[src/rtl/wwd_pkg.sv]
package wwd_pkg;

    typedef struct packed {
        logic timeout;
        logic err;
        logic off;
        logic win_open;
    } wd_status_t;

    typedef enum logic [1:0] {
        EV_NONE   = 2'd0,
        EV_EXPIRE = 2'd1,
        EV_EARLY  = 2'd2
    } wd_event_e;

    localparam int MAX_DIV = 14;

    // code 0 -> 1, code n -> 2n
    function automatic logic [3:0] code_to_div(input logic [2:0] code);
        return (code == 3'd0) ? 4'd1 : {code, 1'b0};
    endfunction

endpackage

[src/rtl/wd_presc_reg.sv]
module wd_presc_reg
    import wwd_pkg::*;
(
    input  logic       clk,
    input  logic       rst,
    input  logic       wr_i,
    input  logic       sel_i,
    input  logic [2:0] code_i,
    input  logic       win_mode_i,
    output logic [3:0] div_o
);
    logic [2:0] code_q;

    always_ff @(posedge clk) begin
        if (rst) begin
            code_q <= 3'd0;
        end else if (wr_i && !sel_i) begin
            code_q <= code_i;
        end
    end

    always_comb begin
        div_o = win_mode_i ? code_to_div(code_q) : 4'd1;
    end
endmodule

[src/rtl/wd_timer.sv]
module wd_timer
    import wwd_pkg::*;
#(
    parameter int BASE_COUNT = 16,
    parameter int CW         = $clog2(BASE_COUNT * MAX_DIV + 1)
) (
    input  logic          clk,
    input  logic          rst,
    input  logic          tick_i,
    input  logic          en_i,
    input  logic          win_mode_i,
    input  logic          refresh_i,
    input  logic [3:0]    div_i,
    output wd_event_e     ev_o,
    output logic          win_open_o
);
    logic [CW-1:0] cnt_q;
    logic [CW-1:0] period;
    logic [CW-1:0] half;

    always_comb begin
        period     = CW'(BASE_COUNT * int'(div_i));
        half       = period >> 1;
        win_open_o = en_i && (!win_mode_i || (cnt_q >= half));
        ev_o       = EV_NONE;
        if (en_i) begin
            if (refresh_i) begin
                if (win_mode_i && (cnt_q < half)) begin
                    ev_o = EV_EARLY;
                end
            end else if (tick_i && (cnt_q >= period - CW'(1))) begin
                ev_o = EV_EXPIRE;
            end
        end
    end

    always_ff @(posedge clk) begin
        if (rst) begin
            cnt_q <= '0;
        end else if (!en_i || refresh_i || (ev_o != EV_NONE)) begin
            cnt_q <= '0;
        end else if (tick_i) begin
            cnt_q <= cnt_q + CW'(1);
        end
    end
endmodule

[src/rtl/wd_status.sv]
module wd_status
    import wwd_pkg::*;
(
    input  logic       clk,
    input  logic       rst,
    input  wd_event_e  ev_i,
    input  logic       access_i,
    input  logic       en_i,
    input  logic       win_open_i,
    output wd_status_t status_o,
    output logic       rst_req_o
);
    logic timeout_q;
    logic err_q;

    always_ff @(posedge clk) begin
        if (rst) begin
            timeout_q <= 1'b0;
            err_q     <= 1'b0;
            rst_req_o <= 1'b0;
        end else begin
            rst_req_o <= (ev_i != EV_NONE);
            if (ev_i == EV_EXPIRE) begin
                timeout_q <= 1'b1;
                err_q     <= 1'b0;
            end else if (ev_i == EV_EARLY) begin
                timeout_q <= 1'b1;
                err_q     <= 1'b1;
            end else if (access_i) begin
                timeout_q <= 1'b0;
                err_q     <= 1'b0;
            end
        end
    end

    always_comb begin
        status_o.timeout  = timeout_q;
        status_o.err      = err_q;
        status_o.off      = !en_i;
        status_o.win_open = win_open_i;
    end
endmodule

[src/rtl/window_watchdog.sv]
module window_watchdog
    import wwd_pkg::*;
#(
    parameter int BASE_COUNT = 16
) (
    input  logic       clk,
    input  logic       rst,
    input  logic       tick_i,
    input  logic       wd_en_i,
    input  logic       win_mode_i,
    input  logic       tim_wr_i,
    input  logic       tim_sel_i,
    input  logic [2:0] tim_code_i,
    input  logic       refresh_i,
    input  logic       stat_rd_i,
    output logic       rst_req_o,
    output logic [3:0] status_o
);
    localparam int CW = $clog2(BASE_COUNT * MAX_DIV + 1);

    logic [3:0] div;
    wd_event_e  ev;
    logic       win_open;
    wd_status_t stat;

    wd_presc_reg u_presc (
        .clk        (clk),
        .rst        (rst),
        .wr_i       (tim_wr_i),
        .sel_i      (tim_sel_i),
        .code_i     (tim_code_i),
        .win_mode_i (win_mode_i),
        .div_o      (div)
    );

    wd_timer #(
        .BASE_COUNT (BASE_COUNT),
        .CW         (CW)
    ) u_timer (
        .clk        (clk),
        .rst        (rst),
        .tick_i     (tick_i),
        .en_i       (wd_en_i),
        .win_mode_i (win_mode_i),
        .refresh_i  (refresh_i),
        .div_i      (div),
        .ev_o       (ev),
        .win_open_o (win_open)
    );

    wd_status u_status (
        .clk        (clk),
        .rst        (rst),
        .ev_i       (ev),
        .access_i   (tim_wr_i || stat_rd_i),
        .en_i       (wd_en_i),
        .win_open_i (win_open),
        .status_o   (stat),
        .rst_req_o  (rst_req_o)
    );

    assign status_o = stat;
endmodule

[config.mk]
export PLATFORM = sky130hd
export DESIGN_NAME = window_watchdog
export DESIGN_NICKNAME = d
export VERILOG_FILES = /design/src/rtl/wwd_pkg.sv /design/src/rtl/wd_presc_reg.sv /design/src/rtl/wd_timer.sv /design/src/rtl/wd_status.sv /design/src/rtl/window_watchdog.sv
export SDC_FILE = /design/constraint.sdc
export NUM_CORES = 1
export LEC_CHECK = 0
export CELL_PAD_IN_SITES_DETAIL_PLACEMENT = 1
export CELL_PAD_IN_SITES_GLOBAL_PLACEMENT = 2
export CORE_UTILIZATION = 36
export CTS_CLUSTER_DIAMETER = 200
export DETAILED_ROUTE_END_ITERATION = 12
export DONT_BUFFER_PORTS = 1
export PLACE_DENSITY_LB_ADDON = 0.1
export SYNTH_ARGS = -nofsm -noshare
export SYNTH_HDL_FRONTEND = slang
export SYNTH_SLANG_ARGS = --single-unit
[constraint.sdc]
create_clock -name clk -period 3.6 [get_ports clk]
set_input_delay 0.54 -clock clk [delete_from_list [all_inputs] [get_ports clk]]
set_output_delay 0.54 -clock clk [all_outputs]
set_load 0.02 [all_outputs]
Word-level counts from Yosys, hierarchy flattened
Cells that the tools add are included.
{"block": "word_totals", "wordCells": 38, "out_inout_bits": 5, "register_bits": 14}
{"block": "op_classes", "muxes": 9, "n_reduce_logical": 17, "n_eq_ne": 2, "order_cmp": 3, "add_sub_neg": 2}
{"operator": "8-bit by 1-bit adder with 8-bit output (second input constant)", "count": 1}
{"operator": "8-bit by 7-bit greater-or-equal comparator with 1-bit output", "count": 1}
{"operator": "8-bit greater-or-equal comparator", "count": 1}
{"operator": "8-bit by 7-bit < comparator with 1-bit output", "count": 1}
{"operator": "4-bit two-way mux", "count": 2}
{"operator": "8-bit by 1-bit subtractor with 8-bit output (second input constant)", "count": 1}
{"operator": "2-bit two-way mux", "count": 3}
{"operator": "1-bit logical AND", "count": 4}
{"operator": "1-bit logical OR", "count": 4}
{"operator": "1-bit two-way mux", "count": 4}
{"operator": "2-bit nonzero test", "count": 2}
{"operator": "2-bit OR reduction", "count": 2}
{"operator": "1-bit zero test", "count": 3}
{"operator": "3-bit zero test", "count": 1}
{"operator": "3-bit nonzero test", "count": 1}
{"operator": "2-bit by 1-bit == test with 1-bit output (second input constant)", "count": 1}
{"operator": "2-bit == test (second input constant)", "count": 1}

Longest topological paths before layout
{"block": "depth", "ltp_word": 12, "depth_mapped": 13}

By module
Synthesis repeated with hierarchy kept, for this count alone.
{"block": "unflattened", "hier_cells": 113, "hier_area_um2": 1014.7}
{"mod": "wd_timer", "seq_area_each_um2": 160.2, "cells_each": 76, "area_each_um2": 654.4, "n_inst": 1}
{"mod": "wd_presc_reg", "seq_area_each_um2": 60.1, "cells_each": 17, "area_each_um2": 178.9, "n_inst": 1}
{"mod": "wd_status", "seq_area_each_um2": 60.1, "cells_each": 19, "area_each_um2": 175.2, "n_inst": 1}
{"mod": "window_watchdog", "seq_area_each_um2": 0.0, "cells_each": 1, "area_each_um2": 6.3, "n_inst": 1}

Worst setup path after synthesis
No wires, ideal clock.
{"block": "synth_timing", "path_kind": "input port to flip-flop", "start": "in win_mode_i", "end": "reg u_timer.cnt_q[7]", "path_stages": 12, "t_required_ns": 3.530, "path_buffers": 1, "setup_ns": 0.070, "t_arrival_ns": 2.721, "path_slack_ns": 0.809, "path_cell_list": "nand2b_1 -> inv_1 -> ha_1 -> xor2_1 -> ha_1 -> nand2_1 -> nor2_1 -> o311ai_0 -> ha_1 -> or4b_4 -> buf_6 -> a21oi_1"}
{"block": "synth_via", "elab_chain_len": 10, "elab_cells_between_ends": 13, "cone_classes": "add/sub (1); order compare (2); mux (5); reduce/logical (5)"}
{"item": "start: declaration", "line_no": "window_watchdog.sv:10", "rtl": "input logic win_mode_i,"}
{"item": "4-bit two-way mux", "line_no": "wd_presc_reg.sv:23", "rtl": "div_o = win_mode_i ? code_to_div(code_q) : 4'd1;"}
{"item": "8-bit by 1-bit subtractor with 8-bit output", "line_no": "wd_timer.sv:31", "rtl": "end else if (tick_i && (cnt_q >= period - CW'(1))) begin"}
{"item": "8-bit greater-or-equal comparator", "line_no": "wd_timer.sv:31"}
{"item": "1-bit logical AND", "line_no": "wd_timer.sv:31"}
{"item": "1-bit two-way mux", "line_no": "wd_timer.sv:31"}
{"item": "2-bit two-way mux (*)", "line_no": "wd_timer.sv:27", "rtl": "if (refresh_i) begin"}
{"item": "2-bit two-way mux (*)", "line_no": "wd_timer.sv:26", "rtl": "if (en_i) begin"}
{"item": "2-bit nonzero test (*)", "line_no": "wd_timer.sv:40", "rtl": "end else if (!en_i || refresh_i || (ev_o != EV_NONE)) begin"}
{"item": "1-bit logical OR (*)", "line_no": "wd_timer.sv:40"}
{"item": "2-bit OR reduction (no line) (*)"}
{"item": "end signal: assignment", "line_no": "wd_timer.sv:43", "rtl": "cnt_q <= cnt_q + CW'(1);"}
{"item": "end: declaration", "line_no": "wd_timer.sv:17", "rtl": "logic [CW-1:0] cnt_q;"}
Every way passes the cells marked *; elsewhere a longest branch is shown, timed or not.
A chain may end at the register's enable or synchronous reset.

Worst setup path after layout
{"block": "layout_timing", "start": "reg u_presc.code_q[2]", "end": "reg u_timer.cnt_q[5]"}
{"block": "layout_via", "elab_chain_len": 12, "elab_cells_between_ends": 15, "cone_classes": "add/sub (1); order compare (2); mux (6); reduce/logical (6)"}
{"item": "start: declaration", "line_no": "wd_presc_reg.sv:12", "rtl": "logic [2:0] code_q;"}
{"item": "start signal: assignment", "line_no": "wd_presc_reg.sv:18", "rtl": "code_q <= code_i;"}
{"item": "3-bit zero test", "line_no": "wwd_pkg.sv:20", "rtl": "return (code == 3'd0) ? 4'd1 : {code, 1'b0};"}
{"item": "4-bit two-way mux (*)", "line_no": "wwd_pkg.sv:20"}
{"item": "4-bit two-way mux (*)", "line_no": "wd_presc_reg.sv:23"}
{"item": "8-bit by 1-bit subtractor with 8-bit output", "line_no": "wd_timer.sv:31"}
{"item": "8-bit greater-or-equal comparator", "line_no": "wd_timer.sv:31"}
{"item": "1-bit logical AND", "line_no": "wd_timer.sv:31"}
{"item": "1-bit two-way mux", "line_no": "wd_timer.sv:31"}
{"item": "2-bit two-way mux (*)", "line_no": "wd_timer.sv:27"}
{"item": "2-bit two-way mux (*)", "line_no": "wd_timer.sv:26"}
{"item": "2-bit nonzero test (*)", "line_no": "wd_timer.sv:40"}
{"item": "1-bit logical OR (*)", "line_no": "wd_timer.sv:40"}
{"item": "2-bit OR reduction (no line) (*)"}
Marked as above.

==> impl_metrics.yaml <==
clock_network:
  cts_resized: 0
  numCtsBuffers: 3
  ctsHoldBuffers: 0
  clock_latency_ps: 280
  cts-htree-levels: 1
  cts_sinks: 14
  cts_setup_buffers: 0
  cts.clk_slew.worst_paths_ps: 90
  clockRootBuffer: "clkbuf_4"
  clock_path_buffers: 2
  cts_tree: "yes"
yosys:
  syn_avg_cell_area_um2: 8.95
  synth.area.top_cells: "dfxtp_1 30%, ha_1 19%, nor2_1 5.2%"
  synth-seq-cells: 14
  synth_cells: 104
  async_reset_ff_share_pct: 0
  ys_seq_area_share_pct: 30.1
  synth_edf_count: 0
  ys.warnings.count: 0
  synth_common_cells: "14 x dfxtp_1, 14 x ha_1, 13 x nor2_1, 8 x nand2_1, 7 x a21oi_1"
  netlist.area_leader.share_pct: 30.1
  synth-main-ff-cell: "dfxtp_1"
  synth_nets: 130
  yosys.area.top_type: "dfxtp_1"
  syn_area_um2: 931
  synth_cell_types: 32
timing:
  hold_viol_final: 0
  tightest_slew_ps: 554
  period_share_pct: 84.9
  layout_min_cycle_time_ps: 3060
  clock_skew_ps: 4.59
  fmax_mhz: 327
  rsz0062_at_grt: "false"
  setup_viol: 0
  setup_tns_ps: 0
  maxSlewViolCount: 0
  slew_headroom_pct: 62.6
worst_setup_path:
  cp_cell_sequence: "nor3_1 -> nand2b_1 -> inv_1 -> ha_1 -> xor2_1 -> ha_1 -> nand2_1 -> nor2_1 -> o311ai_0 -> ha_1 -> or4b_4 -> a21oi_1"
  path_class: "reg2reg"
  worst_setup_path_end_kind: "flop"
  crit_top_cell: "ha_1"
  slowest_stage: "or4b_4"
  max_stage_delay_ps: 530
  start_kind: "flop"
  cp.arrival_ps: 3280
  crit_required_ps: 3820
  cp_max_fo: 8
power_and_ir_drop:
  powerDensity_nw_per_um2: 319
  peakVddDrop_v: 0.000218
  power_leakage_nw: 0.410
finish:
  fill_cells: 303
  finalNonFillerCells: 133
  syn_to_final_growth_pct: 3.49
  diodes: 0
  layout.nets: 130
  multiInputGateArea_um2: 587
  drive_gt1_share_pct: 7.77
  ff_latch_area_um2: 280
floorplanning:
  fp.coreArea_um2: 2450
  dieArea_um2: 2790
  num_rows: 18
  die_x_um: 52.9
  ios: 17
  start_util_pct: 37.9
  chipHeight_um: 52.9
global_route:
  grt_pass1_vias: 704
  grt_pass1_wl_um: 3100
  overflow: 0
  grt.total_usage_pct: 15.8
  grt_max_degree: 10
  antenna_found_initial: 0
routing:
  drt-initial-drc-count: 7
  routedWlPerCell_um: 14.2
  drtAntennaViolNets: 0
  finalWirelength_um: 1880
  firstDrtPassIters: 4
  drc: 0
  via_count: 719
  vias_per_cell: 5.41
placed_design:
  post-place-cells: 129
  io_buffers: 0
  gp_congestion: 0.683
  place_hpwl_um: 1500
hold_path:
  hold_class: "in2reg"
run_status:
  status: "finished, final reports clean"
flow_run:
  drv_cap: 0
==> report_power, final <==
part           internal (W)  total (W)  switching [W]
Clock             0.0000616   0.000115      0.0000537
Sequential         0.000158   0.000162     0.00000399
Combinational     0.0000135  0.0000306      0.0000171
==> sequential cells by signal (all words and copies together), names as in the netlist <==
name / flops
u_presc.code_q: 3
u_status.err_q: 1
u_status.rst_req_o: 1
u_status.timeout_q: 1
u_timer.cnt_q: 8
==> critical path: cells and delay by family, from the launching register on <==
kind / cells / cell delay (ps)
buffers and inverters: 1 / 60
AND/OR/NAND/NOR: 5 / 1050
flip-flops: 1 / 340
AO/OA/AOI/OAI: 2 / 660
XOR/XNOR: 1 / 160
adder cells (fa/ha/maj): 3 / 710
==> stage by stage <==
| stage | setup WS (ps) | util, % | area (um2) | hold WS (ps) | total power, W |
|---|---|---|---|---|---|
| final | 542 | 39.2 | 963 | 316 | 0.000308 |
| after CTS | 508 | 39.2 | 963 | 310 | 0.000314 |
| after global routing | 202 | 39.2 | 963 | 299 | 0.000326 |
| after detailed placement | 534 | 37.8 | 927 | 539 | 0.000196 |
| after global placement | 573 | 37.8 | 927 | 523 | 0.000196 |
| after floorplan | 809 | - | 931 | 453 | 0.000196 |
==> final timing paths <==
check	start	end	slack, ps	cells past startpoint
worst max-delay path	u_presc.code_q[2]$_SDFFE_PP0P_	u_timer.cnt_q[5]$_SDFFE_PP0P_	540	12
worst min-delay path	rst	u_presc.code_q[2]$_SDFFE_PP0P_	320	1
worst max register to register	u_presc.code_q[2]$_SDFFE_PP0P_	u_timer.cnt_q[5]$_SDFFE_PP0P_	540	12
worst min register to register	u_timer.cnt_q[6]$_SDFFE_PP0P_	u_timer.cnt_q[6]$_SDFFE_PP0P_	540	2
==> placed cells by master (no fill, tap or decap) <==
master      n
a2111oi_2   1
a21o_1      3
a21oi_1     7
clkbuf_4    3
clkbuf_8    1
dfxtp_1    14
ha_1       14
inv_1       5
inv_2       1
mux2i_1     4
nand2_1     8
nand2b_1    1
nand3_1     2
nand3b_1    1
nand4_1     2
nand4_2     1
nand4b_1    1
nor2_1     13
nor2b_1     1
nor3_1      3
o2111a_1    1
o2111ai_1   1
o211ai_1    1
o21ai_0     2
o311a_1     1
o311ai_0    1
o31ai_1     1
or3_1       2
or4_1       1
or4b_4      1
xnor2_1     2
xor2_1      3
==> cells by family after synthesis <==
kind of cell               share of synthesized area [%]
and+or+nand+nor                                     20.6
adders and majority gates                           18.8
muxes                                               4.30
buffers and inverters                               6.85
AOI/OAI and AO/OA                                   14.7
xor gates and xnor gates                            4.71
DFF                                                 30.1
==> metal layers <==
| metal | vias to the layer above | global-route usage, % | part of all wire [%] | wire length [um] |
|---|---|---|---|---|
| met1 | 332 | 21.7 | 52 | 988 |
| li1 | 370 | - | - | - |
| met4 | 0 | 7.89 | 2.1 | 39 |
| met5 | - | 0 | 0 | 0 |
| met2 | 12 | 22.4 | 42 | 784 |
| met3 | 5 | 4.02 | 3.7 | 70 |
==> area by class of cell <==
cell class | count | share of cell area, %
Multi-Input combinational cell | 79 | 60.9
Inverter | 6 | 2.34
Sequential cell | 14 | 29.1
Clock buffer | 4 | 3.77
Tap cell | 30 | 3.90
Note: power is estimated with default switching activity, not from simulation.
